## src/rtl/spi_cmdfe_pkg.sv

```systemverilog
package spi_cmdfe_pkg;
   localparam int unsigned DEF_OPC_W = 4;
   localparam int unsigned DEF_ADR_W = 4;
   localparam int unsigned DEF_DAT_W = 8;
   localparam int unsigned DEF_RB_A  = 9;
   localparam int unsigned DEF_RB_B  = 10;

   // Source of the next frame's outgoing bits
   typedef enum logic {
      TX_ECHO     = 1'b0,
      TX_READBACK = 1'b1
   } tx_src_e;
endpackage

```

## src/rtl/spi_cmdfe_sync.sv

```systemverilog
module spi_cmdfe_sync #(
   parameter int unsigned STAGES = 2
) (
   input  logic clk,
   input  logic rst_n,
   input  logic sclk_raw,
   input  logic cs_n_raw,
   input  logic sdi_raw,
   output logic sdi_s,
   output logic cs_low,
   output logic sclk_rise,
   output logic cs_fall,
   output logic cs_rise
);
   // bit 2: sclk, bit 1: cs_n, bit 0: sdi
   localparam logic [2:0] IDLE = 3'b010;

   logic [2:0] stage_out;
   logic       sclk_q;
   logic       cs_q;

   generate
      if (STAGES == 0) begin : g_direct
         assign stage_out = {sclk_raw, cs_n_raw, sdi_raw};
      end else begin : g_chain
         logic [2:0] pipe [STAGES];
         always_ff @(posedge clk or negedge rst_n) begin
            if (!rst_n) begin
               for (int i = 0; i < STAGES; i++) pipe[i] <= IDLE;
            end else begin
               pipe[0] <= {sclk_raw, cs_n_raw, sdi_raw};
               for (int i = 1; i < STAGES; i++) pipe[i] <= pipe[i-1];
            end
         end
         assign stage_out = pipe[STAGES-1];
      end
   endgenerate

   always_ff @(posedge clk or negedge rst_n) begin
      if (!rst_n) begin
         sclk_q <= 1'b0;
         cs_q   <= 1'b1;
      end else begin
         sclk_q <= stage_out[2];
         cs_q   <= stage_out[1];
      end
   end

   assign sdi_s     = stage_out[0];
   assign cs_low    = ~stage_out[1];
   assign sclk_rise = stage_out[2] & ~sclk_q;
   assign cs_fall   = ~stage_out[1] & cs_q;
   assign cs_rise   = stage_out[1] & ~cs_q;
endmodule

```

## src/rtl/spi_cmdfe_rx.sv

```systemverilog
module spi_cmdfe_rx #(
   parameter int unsigned OPC_W = 4,
   parameter int unsigned ADR_W = 4,
   parameter int unsigned DAT_W = 8,
   localparam int unsigned FRAME_W = OPC_W + ADR_W + DAT_W,
   localparam int unsigned CNT_W   = $clog2(FRAME_W + 2)
) (
   input  logic             clk,
   input  logic             rst_n,
   input  logic             sclk_rise,
   input  logic             cs_fall,
   input  logic             cs_rise,
   input  logic             cs_low,
   input  logic             sdi_s,
   output logic             accept,
   output logic [OPC_W-1:0] accept_opc,
   output logic [CNT_W-1:0] bit_cnt,
   output logic             cmd_valid,
   output logic [OPC_W-1:0] cmd_opcode,
   output logic [ADR_W-1:0] cmd_addr,
   output logic [DAT_W-1:0] cmd_data
);
   localparam logic [CNT_W-1:0] CNT_FULL = CNT_W'(FRAME_W);
   localparam logic [CNT_W-1:0] CNT_OVER = CNT_W'(FRAME_W + 1);

   logic [FRAME_W-1:0] rx_sr;

   assign accept     = cs_rise & (bit_cnt == CNT_FULL);
   assign accept_opc = rx_sr[FRAME_W-1 -: OPC_W];

   always_ff @(posedge clk or negedge rst_n) begin
      if (!rst_n) begin
         rx_sr   <= '0;
         bit_cnt <= '0;
      end else if (cs_fall) begin
         rx_sr   <= '0;
         bit_cnt <= '0;
      end else if (sclk_rise && cs_low) begin
         rx_sr <= {rx_sr[FRAME_W-2:0], sdi_s};
         if (bit_cnt != CNT_OVER) bit_cnt <= bit_cnt + 1'b1;
      end
   end

   always_ff @(posedge clk or negedge rst_n) begin
      if (!rst_n) begin
         cmd_valid  <= 1'b0;
         cmd_opcode <= '0;
         cmd_addr   <= '0;
         cmd_data   <= '0;
      end else begin
         cmd_valid <= accept;
         if (accept) begin
            cmd_opcode <= rx_sr[FRAME_W-1 -: OPC_W];
            cmd_addr   <= rx_sr[DAT_W +: ADR_W];
            cmd_data   <= rx_sr[DAT_W-1:0];
         end
      end
   end
endmodule

```

## src/rtl/spi_cmdfe_tx.sv

```systemverilog
module spi_cmdfe_tx
   import spi_cmdfe_pkg::*;
#(
   parameter int unsigned FRAME_W = 16,
   parameter int unsigned OPC_W   = 4,
   parameter int unsigned DAT_W   = 8,
   parameter int unsigned RB_A    = 9,
   parameter int unsigned RB_B    = 10
) (
   input  logic             clk,
   input  logic             rst_n,
   input  logic             sclk_rise,
   input  logic             cs_fall,
   input  logic             cs_low,
   input  logic             sdi_s,
   input  logic             accept,
   input  logic [OPC_W-1:0] accept_opc,
   input  logic [DAT_W-1:0] rb_data,
   output logic             sdo_pull_low
);
   localparam int unsigned PAD_W = FRAME_W - DAT_W;

   tx_src_e            next_src;
   logic [FRAME_W-1:0] tx_sr;
   logic               is_rb;

   assign is_rb = (accept_opc == OPC_W'(RB_A)) || (accept_opc == OPC_W'(RB_B));

   always_ff @(posedge clk or negedge rst_n) begin
      if (!rst_n) begin
         next_src <= TX_ECHO;
      end else if (cs_fall) begin
         next_src <= TX_ECHO;
      end else if (accept) begin
         next_src <= is_rb ? TX_READBACK : TX_ECHO;
      end
   end

   always_ff @(posedge clk or negedge rst_n) begin
      if (!rst_n) begin
         tx_sr <= '0;
      end else if (cs_fall) begin
         tx_sr <= (next_src == TX_READBACK) ? {{PAD_W{1'b0}}, rb_data} : '0;
      end else if (sclk_rise && cs_low) begin
         tx_sr <= {tx_sr[FRAME_W-2:0], sdi_s};
      end
   end

   assign sdo_pull_low = cs_low & ~tx_sr[FRAME_W-1];
endmodule

```

## src/rtl/spi_cmd_frontend.sv

```systemverilog
module spi_cmd_frontend
   import spi_cmdfe_pkg::*;
#(
   parameter int unsigned OPC_W       = DEF_OPC_W,
   parameter int unsigned ADR_W       = DEF_ADR_W,
   parameter int unsigned DAT_W       = DEF_DAT_W,
   parameter int unsigned SYNC_STAGES = 2,
   parameter int unsigned RB_OPC_A    = DEF_RB_A,
   parameter int unsigned RB_OPC_B    = DEF_RB_B,
   localparam int unsigned FRAME_W = OPC_W + ADR_W + DAT_W,
   localparam int unsigned CNT_W   = $clog2(FRAME_W + 2)
) (
   input  logic             clk,
   input  logic             rst_n,
   input  logic             spi_sclk,
   input  logic             spi_cs_n,
   input  logic             spi_sdi,
   output logic             sdo_pull_low,
   output logic             cmd_valid,
   output logic [OPC_W-1:0] cmd_opcode,
   output logic [ADR_W-1:0] cmd_addr,
   output logic [DAT_W-1:0] cmd_data,
   input  logic [DAT_W-1:0] rb_data
);
   generate
      if (OPC_W < 1 || DAT_W < 1) begin : g_bad_fields
         $error("opcode and data fields need at least one bit");
      end
      if (FRAME_W < DAT_W + 1) begin : g_bad_pad
         $error("frame must be wider than the readback byte");
      end
      if (RB_OPC_A >= (1 << OPC_W) || RB_OPC_B >= (1 << OPC_W)) begin : g_bad_rb
         $error("readback opcodes must fit the opcode field");
      end
   endgenerate

   logic             sdi_s, cs_low, sclk_rise, cs_fall, cs_rise;
   logic             accept;
   logic [OPC_W-1:0] accept_opc;
   logic [CNT_W-1:0] bit_cnt;

   spi_cmdfe_sync #(.STAGES(SYNC_STAGES)) u_sync (
      .clk(clk), .rst_n(rst_n),
      .sclk_raw(spi_sclk), .cs_n_raw(spi_cs_n), .sdi_raw(spi_sdi),
      .sdi_s(sdi_s), .cs_low(cs_low), .sclk_rise(sclk_rise),
      .cs_fall(cs_fall), .cs_rise(cs_rise)
   );

   spi_cmdfe_rx #(.OPC_W(OPC_W), .ADR_W(ADR_W), .DAT_W(DAT_W)) u_rx (
      .clk(clk), .rst_n(rst_n),
      .sclk_rise(sclk_rise), .cs_fall(cs_fall), .cs_rise(cs_rise),
      .cs_low(cs_low), .sdi_s(sdi_s),
      .accept(accept), .accept_opc(accept_opc), .bit_cnt(bit_cnt),
      .cmd_valid(cmd_valid), .cmd_opcode(cmd_opcode),
      .cmd_addr(cmd_addr), .cmd_data(cmd_data)
   );

   spi_cmdfe_tx #(
      .FRAME_W(FRAME_W), .OPC_W(OPC_W), .DAT_W(DAT_W),
      .RB_A(RB_OPC_A), .RB_B(RB_OPC_B)
   ) u_tx (
      .clk(clk), .rst_n(rst_n),
      .sclk_rise(sclk_rise), .cs_fall(cs_fall), .cs_low(cs_low),
      .sdi_s(sdi_s), .accept(accept), .accept_opc(accept_opc),
      .rb_data(rb_data), .sdo_pull_low(sdo_pull_low)
   );
endmodule

```

## config.mk

```make
export PLATFORM = sky130hd
export DESIGN_NAME = spi_cmd_frontend
export DESIGN_NICKNAME = d
export VERILOG_FILES = /design/src/rtl/spi_cmdfe_pkg.sv /design/src/rtl/spi_cmdfe_sync.sv /design/src/rtl/spi_cmdfe_rx.sv /design/src/rtl/spi_cmdfe_tx.sv /design/src/rtl/spi_cmd_frontend.sv
export SDC_FILE = /design/constraint.sdc
export NUM_CORES = 1
export LEC_CHECK = 0
export BUFFER_PORTS_ARGS = -buffer_cell sky130_fd_sc_hd__buf_2
export CAP_MARGIN = 20
export CORE_ASPECT_RATIO = 2
export CORE_MARGIN = 3
export CORE_UTILIZATION = 51
export CTS_CLUSTER_SIZE = 16
export DETAILED_ROUTE_END_ITERATION = 8
export HOLD_SLACK_MARGIN = 0.08
export PLACE_DENSITY = 0.75
export REMOVE_ABC_BUFFERS = 1
export SYNTH_ARGS = -nofsm -noshare
export SYNTH_HDL_FRONTEND = slang
export SYNTH_SLANG_ARGS = --single-unit
export TNS_END_PERCENT = 20
```

## constraint.sdc

```tcl
create_clock -name clk -period 1.6 [get_ports clk]
set_input_delay 0.16 -clock clk [delete_from_list [all_inputs] [get_ports clk]]
set_output_delay 0.16 -clock clk [all_outputs]
set_load 0.005 [all_outputs]
```

## Word-level counts from Yosys, hierarchy flattened

Index checks and enable logic that the tools add are counted.

| operators by class | value |
|---|---|
| mux-type cells | 11 |
| magnitude comparators | 0 |
| $mul | 0 |
| shifts and indexed selects | 0 |
| divide/modulo/power cells | 0 |
| add/subtract/negate cells | 1 |
| reduce and logical (&&, ||, !) cells | 6 |
| bitwise operators | 9 |
| equality and inequality tests | 4 |

Operator list:

| kind | count |
|---|---|
| $mux 16 | 4 |
| $mux 5 | 3 |
| $eq 4x4->1 const B | 2 |
| $mux 8 | 1 |
| $reduce_bool 2->1 | 3 |
| $add 5x1->5 const B | 1 |
| $and 1x1->1 | 5 |
| $eq 5x5->1 const B | 1 |
| $ne 5x5->1 const B | 1 |
| $not 1->1 | 4 |
| $mux 1 | 3 |
| $reduce_and 2->1 | 1 |
| $logic_and 1x1->1 | 1 |
| $logic_or 1x1->1 | 1 |

| storage, ports and cells | value |
|---|---|
| input bits | 13 |
| logic and storage cells | 43 |
| memory bits (read-only) | 0 |
| latch bits | 0 |
| memories kept | 0 |
| output and inout bits | 18 |
| register bits | 63 |
| bits in writable memories | 0 |

## Longest topological paths before layout

Gate-level depths: netlist (run 1).

| depth | value |
|---|---|
| depth in word-level cells | 5 |
| mapped depth | 6 |

## Modules after synthesis

Synthesis (run 1) repeated with hierarchy kept, for this count alone.

| unflattened totals | value |
|---|---|
| cells, all modules | 244 |
| area, all modules | 2906.5 sq um |

By module, submodules not included:

| module | sequential area each (sq um) | times used | cells each | area each (sq um) |
|---|---|---|---|---|
| spi_cmdfe_rx | 950.9 | 1 | 142 | 1672.9 |
| spi_cmdfe_tx | 425.4 | 1 | 90 | 1004.7 |
| spi_cmdfe_sync | 203.9 | 1 | 12 | 229.0 |

## Worst setup path before layout (run 1)

Ideal clock, no wire load.

| timing path | value |
|---|---|
| path kind | flip-flop to flip-flop |
| start | register u_rx.bit_cnt[0] |
| end | register u_rx.cmd_addr[2] |
| path slack | -0.093 ns |
| cell stages (with the launch flop) | 7 |
| clock period less this slack | 1.693 ns |
| data arrival time | 1.568 ns |
| path through | dfrtp_1 inv_1 ha_1 nand4b_1 nor3_4 buf_6 mux2_2 |

| between the ends | value |
|---|---|
| word-level cells in the longest chain between the ends | 2 |

RTL lines:

| element | line | RTL |
|---|---|---|
| start, declared | spi_cmdfe_rx.sv:17 | `output logic [CNT_W-1:0] bit_cnt,` |
| start signal, assigned | spi_cmdfe_rx.sv:40 | `if (bit_cnt != CNT_OVER) bit_cnt <= bit_cnt + 1'b1;` |
| $eq 5x5->1 | spi_cmdfe_rx.sv:28 | `assign accept = cs_rise & (bit_cnt == CNT_FULL);` |
| $and 1x1->1 | spi_cmdfe_rx.sv:28 |  |
| named net accept | spi_cmd_frontend.sv:38 | `logic accept;` |
| end signal, assigned | spi_cmdfe_rx.sv:54 | `cmd_addr <= rx_sr[DAT_W +: ADR_W];` |
| end, declared | spi_cmdfe_rx.sv:20 | `output logic [ADR_W-1:0] cmd_addr,` |

The timed path passes the listed nets, and every way through them passes these cells.
A chain may end at the register's enable or synchronous reset.

## Worst setup path after layout (run 1)

| timing path | value |
|---|---|
| start | register u_rx.bit_cnt[0] |
| end | register u_rx.cmd_opcode[3] |

| between the ends | value |
|---|---|
| word-level cells in the longest chain between the ends | 2 |

RTL lines:

| element | line | RTL |
|---|---|---|
| $eq 5x5->1 | spi_cmdfe_rx.sv:28 |  |
| $and 1x1->1 | spi_cmdfe_rx.sv:28 |  |
| end signal, assigned | spi_cmdfe_rx.sv:53 | `cmd_opcode <= rx_sr[FRAME_W-1 -: OPC_W];` |
| end, declared | spi_cmdfe_rx.sv:19 | `output logic [OPC_W-1:0] cmd_opcode,` |

No other way between the ends.

==> flow_summary.toml, run 1 <==
[route]
ant_nets = 0
postRouteWirelength_um = 4840
vias_per_cell = 5.45
drc_errors = 0
wire_per_inst_um = 14.2
vias = 1859
drtIter0Drc = 33
first_pass_iters = 4

[timing]
worstMarginPinSlew_ps = 438
fin_hold_ws_ps = 129
post-route-min-period_ps = 1570
fin_skew_ps = 5.32
max_freq_ghz = 0.635
maxSlewHeadroom = 0.704
setup_viol = 0
finalMaxSlewViolations = 0
rsz0062_at_grt = "true"
fin_crit_sh = 0.984
hold_viol = 0
tns_ps = 0

[power_and_ir_drop]
power_switching_mw = 0.691
powerDensity_mw_per_mm2 = 1040
swShare = 0.211
internal_power_mw = 2.58
seq_power_share = 0.504
comb_power_share = 0.055
pwr-share-clk = 0.440
power_leakage_nw = 1.50
peakVddDrop_uv = 807

[finish]
final_core_util = 0.670
final_layout_size_suffix_gt1_frac = 0.276
areaGrowthSynthToFinish_pct = 23.7
insertedDiodeCount = 0
stdcell_count = 341
fin_area_mm2 = 0.00314
nets = 297

[synthesis]
ys_types = 27
synth_area_leader_cell = "dfrtp_1"
yosys-top-cells-count = "60 x dfrtp_1, 54 x nand2_1, 31 x a21oi_1, 27 x nand3_1, 16 x mux2_2"
yosysMostFrequentCell = "dfrtp_1"
synth-edff-count = 0
ys_warn_count = 0
synth_area_leaders = "dfrtp_1 59%, nand2_1 8.0%, mux2_2 7.1%"
seq_area_frac_synth = 0.623
async_reset_ff_frac = 1.00
netlist_area_mm2 = 0.00254
netlist.area_leader.share = 0.592
avgSynthCellArea_um2 = 10.9
ys_ff_latch = 63
synth_ff_type = "dfrtp_1"
netlist_instances = 233

[floorplanning]
fp.dieH_um = 106
initial_core_util = 0.542
io_pins = 31
rows = 35
die_area_mm2 = 0.00591
die_x_um = 55.9
core-area_mm2 = 0.00469

[run]
cap_violations = 0

[run_status]
status = "finished, final reports clean"

[setup_path]
startpoint_type = "flip-flop"
reg2reg_depth = 6
r2r_end = "u_rx.cmd_opcode[3]$_DFFE_PN0P_"
cp-endpoint = "u_rx.cmd_opcode[3]$_DFFE_PN0P_"
crit_type = "reg -> reg"
worst_setup_path_startpoint = "u_rx.bit_cnt[0]$_DFFE_PN0P_"
arrival_ps = 1790
cp_max_fo = 18
regToRegStartpoint = "u_rx.bit_cnt[0]$_DFFE_PN0P_"
crit_path_end_kind = "flip-flop"
required_ps = 1820
rrSetupSlack_ps = 30

[clock_network]
htreeDepth = 3
cts_buffers = 9
cts_tree = "done"
cts_setup_buffers = 0
clock_sinks = 63
clk_path_buf_depth = 2
clk_pin_slew_worst_paths_ps = 70
cts_root_buf = "clkbuf_8"
insertion_delay_ps = 330

[placed_design]
dp_cells = 315
place_area_mm2 = 0.00283
placement.io_buffers = 30
dp_hpwl_um = 3110
routabilityCongestion = 0.764

[global_routing]
grt_max_degree = 64
grt_usage = 0.183
antenna_found_initial = 0
grt_pass1_vias = 1809
grt-ovfl-total = 0
grt_pass1_wl_um = 8350

[worst_hold_path]
hp-class = "in -> reg"
-- what timing repair did --
item                                    4_1_cts  5_1_grt
endpoints found under the setup margin        0       16
gates resized for setup                       0        4
hold buffers                                 10        0
hold endpoints to repair                     69        0
-- layout by cell type, fill, tap and decap left out, drive strengths merged, types with 2 or more instances in the layout --
master	count
a31oi	2
dfrtp	60
ha	3
inv	2
dlygate4sd3	10
dfstp	3
bufinv	2
a21oi	31
or3	3
mux2	16
clkbuf	12
clkinv	2
nand3	27
o21ai	4
nand2	54
buf	42
-- worst min-delay path by stage --
stage / start / to / slack, ps / cells past startpoint
3_3_place_gp: rst_n / u_rx.cmd_data[3]$_DFFE_PN0P_ / 190 / 2
4_1_cts: rb_data[7] / u_tx.tx_sr[7]$_DFFE_PN0P_ / 110 / 3
3_5_place_dp: rst_n / u_rx.cmd_data[6]$_DFFE_PN0P_ / 190 / 2
5_1_grt: rb_data[7] / u_tx.tx_sr[7]$_DFFE_PN0P_ / 110 / 3
2_1_floorplan: rst_n / u_rx.bit_cnt[0]$_DFFE_PN0P_ / -140 / 0
6_report: rb_data[7] / u_tx.tx_sr[7]$_DFFE_PN0P_ / 130 / 3
-- power by group through the flow --
stage	Clock, mW	Combinational (mW)	Sequential [mW]
global placement	0	0.162	1.68
floorplan	0	0.0626	1.67
global route	1.55	0.205	1.65
finish	1.44	0.181	1.65
detailed placement	0	0.165	1.68
CTS	1.48	0.184	1.65
-- worst max-delay path: stages (launching register included) --
cell and delay [ps]:
dfrtp_1 390, inv_2 60, ha_1 140, nand4b_1 150, nor3_4 180, buf_12 190, mux2_2 350
-- area by class of cell --
class                   instances  area (um^2)
flip-flops and latches         63         1580
inverters                       2         7.51
clock inverters                 4         70.1
repair buffers                 52          378
well taps                      55         68.8
clock buffers                  12          135
fillers                       358         1550
multi-input cells             153          900
-- flip-flops by register name, summed over array words and instances (netlist names) --
name	flops
u_rx.bit_cnt	5
u_rx.cmd_addr	4
u_rx.cmd_data	8
u_rx.cmd_opcode	4
u_rx.cmd_valid	1
u_rx.rx_sr	16
u_sync.cs_q	1
u_sync.g_chain.pipe	3
u_sync.sclk_q	1
u_sync.stage_out	3
u_tx.next_src	1
u_tx.tx_sr	16
-- through the flow --
step                worst slack [ps]  total power [mW]
floorplan                       -430              1.74
global placement                76.9              1.84
detailed placement              14.4              1.84
CTS                             3.47              3.31
global route                   -76.5              3.41
finish                          25.1              3.27
-- layer usage --
metal | vias to the layer above | global-route usage | share of wire | wire (um)
li1 | 889 | - | - | -
met1 | 933 | 0.215 | 0.41 | 1990
met2 | 29 | 0.308 | 0.53 | 2590
met3 | 8 | 0.0515 | 0.033 | 162
met4 | 0 | 0.0815 | 0.021 | 103
met5 | - | 0 | 0 | 0
-- cells by family (layout without fill, tap and decap cells) --
family / Yosys count / in the layout / share of synthesized area
flip-flops: 63 / 63 / 0.623
XOR/XNOR: 1 / 1 / 0.00345
multiplexers: 17 / 17 / 0.0749
AND/OR/NAND/NOR: 95 / 95 / 0.181
AO/OA/AOI/OAI: 37 / 37 / 0.0740
buffers and inverters: 17 / 70 / 0.0291
adder cells (fa/ha/maj): 3 / 3 / 0.0148
Note: power is estimated with default switching activity, not from simulation.
==> inputs of run 2 (changes only) <==
Settings changed: RECOVER_POWER set to 100.
==> flow_summary.toml, run 2 (synthesis results as in run 1) <==
[setup_path]
reg2reg_depth = 6
cp_max_fo = 18
r2r_end = "u_rx.cmd_opcode[3]$_DFFE_PN0P_"
regToRegStartpoint = "u_rx.bit_cnt[0]$_DFFE_PN0P_"
rrSetupSlack_ps = 30
crit_path_end_kind = "flip-flop"
required_ps = 1820
arrival_ps = 1790
crit_type = "reg -> reg"
startpoint_type = "flip-flop"

[clock_network]
htreeDepth = 3
insertion_delay_ps = 330
cts_buffers = 9
clock_sinks = 63
clk_path_buf_depth = 2
clk_pin_slew_worst_paths_ps = 70
cts_tree = "done"
cts_root_buf = "clkbuf_8"

[power_and_ir_drop]
power_switching_mw = 0.688
peakVddDrop_uv = 806
pwr-share-clk = 0.441
power_mw = 3.26
powerDensity_mw_per_mm2 = 1050
power_leakage_nw = 1.44
swShare = 0.211
comb_power_share = 0.053
seq_power_share = 0.506
internal_power_mw = 2.57

[finish]
final_core_util = 0.662
areaGrowthSynthToFinish_pct = 22.2
insertedDiodeCount = 0
reg.largest.list = "u_rx.rx_sr x16, u_tx.tx_sr x16, u_rx.cmd_data x8"
nets = 297
stdcell_count = 341
n_fill_cell = 373
final_common_cell = "dfrtp_1"
final_layout_size_suffix_gt1_frac = 0.234
final_cell_mix = "60 x dfrtp_1, 54 x nand2_1, 31 x a21oi_1"

[floorplanning]
rows = 35
die_area_mm2 = 0.00591
core-area_mm2 = 0.00469
fp.dieH_um = 106
die_x_um = 55.9
initial_core_util = 0.542
io_pins = 31

[timing]
finalMaxSlewViolations = 0
fin_skew_ps = 4.69
maxSlewHeadroom = 0.445
rsz0062_at_grt = "true"
hold_viol = 0
fin_crit_sh = 0.984
post-route-min-period_ps = 1570
max_freq_ghz = 0.635
tns_ps = 0
worstMarginPinSlew_ps = 832
setup_viol = 0

[worst_hold_path]
min_from = "rb_data[7]"
hold_depth = 3
hp-class = "in -> reg"
holdPathEnd = "u_tx.tx_sr[7]$_DFFE_PN0P_"

[placed_design]
placement.io_buffers = 30
routabilityCongestion = 0.764
dp_hpwl_um = 3110
dp_cells = 315

[route]
ant_nets = 0
drtIter0Drc = 39
vias = 1852
first_pass_iters = 4
postRouteWirelength_um = 4820
drc_errors = 0
vias_per_cell = 5.43
wire_per_inst_um = 14.1

[global_routing]
grt_pass1_wl_um = 8350
grt_pass1_vias = 1809
grt_max_degree = 64
antenna_found_initial = 0
grt-ovfl-total = 0
grt_usage = 0.183

[run_status]
status = "finished, final reports clean"

[run]
cap_violations = 0
[run 2: cell count changes in the layout (fill, tap and decap cells not counted), sizes merged]
cell / delta
buf: -15
clkbuf: +15
[run 2: worst max-delay path by stage]
stage | startpoint | to | depth (start not counted)
final | u_rx.bit_cnt[0]$_DFFE_PN0P_ | u_rx.cmd_opcode[3]$_DFFE_PN0P_ | 6
after global routing | u_rx.bit_cnt[0]$_DFFE_PN0P_ | u_rx.cmd_data[7]$_DFFE_PN0P_ | 6
after CTS | u_rx.bit_cnt[0]$_DFFE_PN0P_ | u_rx.cmd_addr[1]$_DFFE_PN0P_ | 6
after detailed placement | u_rx.bit_cnt[0]$_DFFE_PN0P_ | u_rx.cmd_opcode[3]$_DFFE_PN0P_ | 6
after global placement | u_sync.stage_out[1]$_DFF_PN1_ | u_rx.cmd_addr[3]$_DFFE_PN0P_ | 4
after floorplan | u_sync.cs_q$_DFF_PN1_ | u_tx.tx_sr[1]$_DFFE_PN0P_ | 3
[run 2: area by class of cell]
type / instances / area, um^2 / share of cell area
Tap cell: 55 / 68.8 / 0.0222
Clock buffer: 12 / 135 / 0.0436
Timing Repair Buffer: 52 / 340 / 0.110
Multi-Input combinational cell: 153 / 900 / 0.290
Clock inverter: 4 / 70.1 / 0.0226
Sequential cell: 63 / 1580 / 0.509
Inverter: 2 / 7.51 / 0.00242
[run 2: repair_timing]
item,CTS,global route
hold buffers,10,0
hold endpoints to repair,69,0
setup endpoints to repair,0,16
setup buffers,0,0
resized for setup,0,4
[run 2: metal layers]
| metal | global-route usage | up-vias | wire (um) |
|---|---|---|---|
| met5 | 0 | - | 0 |
| met4 | 0.0815 | 0 | 91 |
| met3 | 0.0515 | 8 | 150 |
| met2 | 0.308 | 31 | 2620 |
| met1 | 0.215 | 925 | 1960 |
| li1 | - | 888 | - |
[run 2: power by group through the flow]
stage	Clock (mW)	Sequential [mW]	Combinational, mW
after floorplan	0	1.67	0.0626
after global placement	0	1.68	0.162
after detailed placement	0	1.68	0.165
after CTS	1.48	1.65	0.184
after global routing	1.55	1.65	0.197
final	1.44	1.65	0.173
[run 2: critical path: stages (launching register included)]
cell,delay [ps]
dfrtp_1,390
inv_2,60
ha_1,140
nand4b_1,140
nor3_4,180
buf_12,190
mux2_2,350
[run 2: stage by stage]
stage	hold slack [ps]	instance area (um^2)	setup slack, ps
after floorplan	-136	2470	-430
after global placement	189	2830	76.9
after detailed placement	194	2830	14.4
after CTS	113	3130	3.47
after global routing	109	3100	-76.5
final	131	3100	25.4
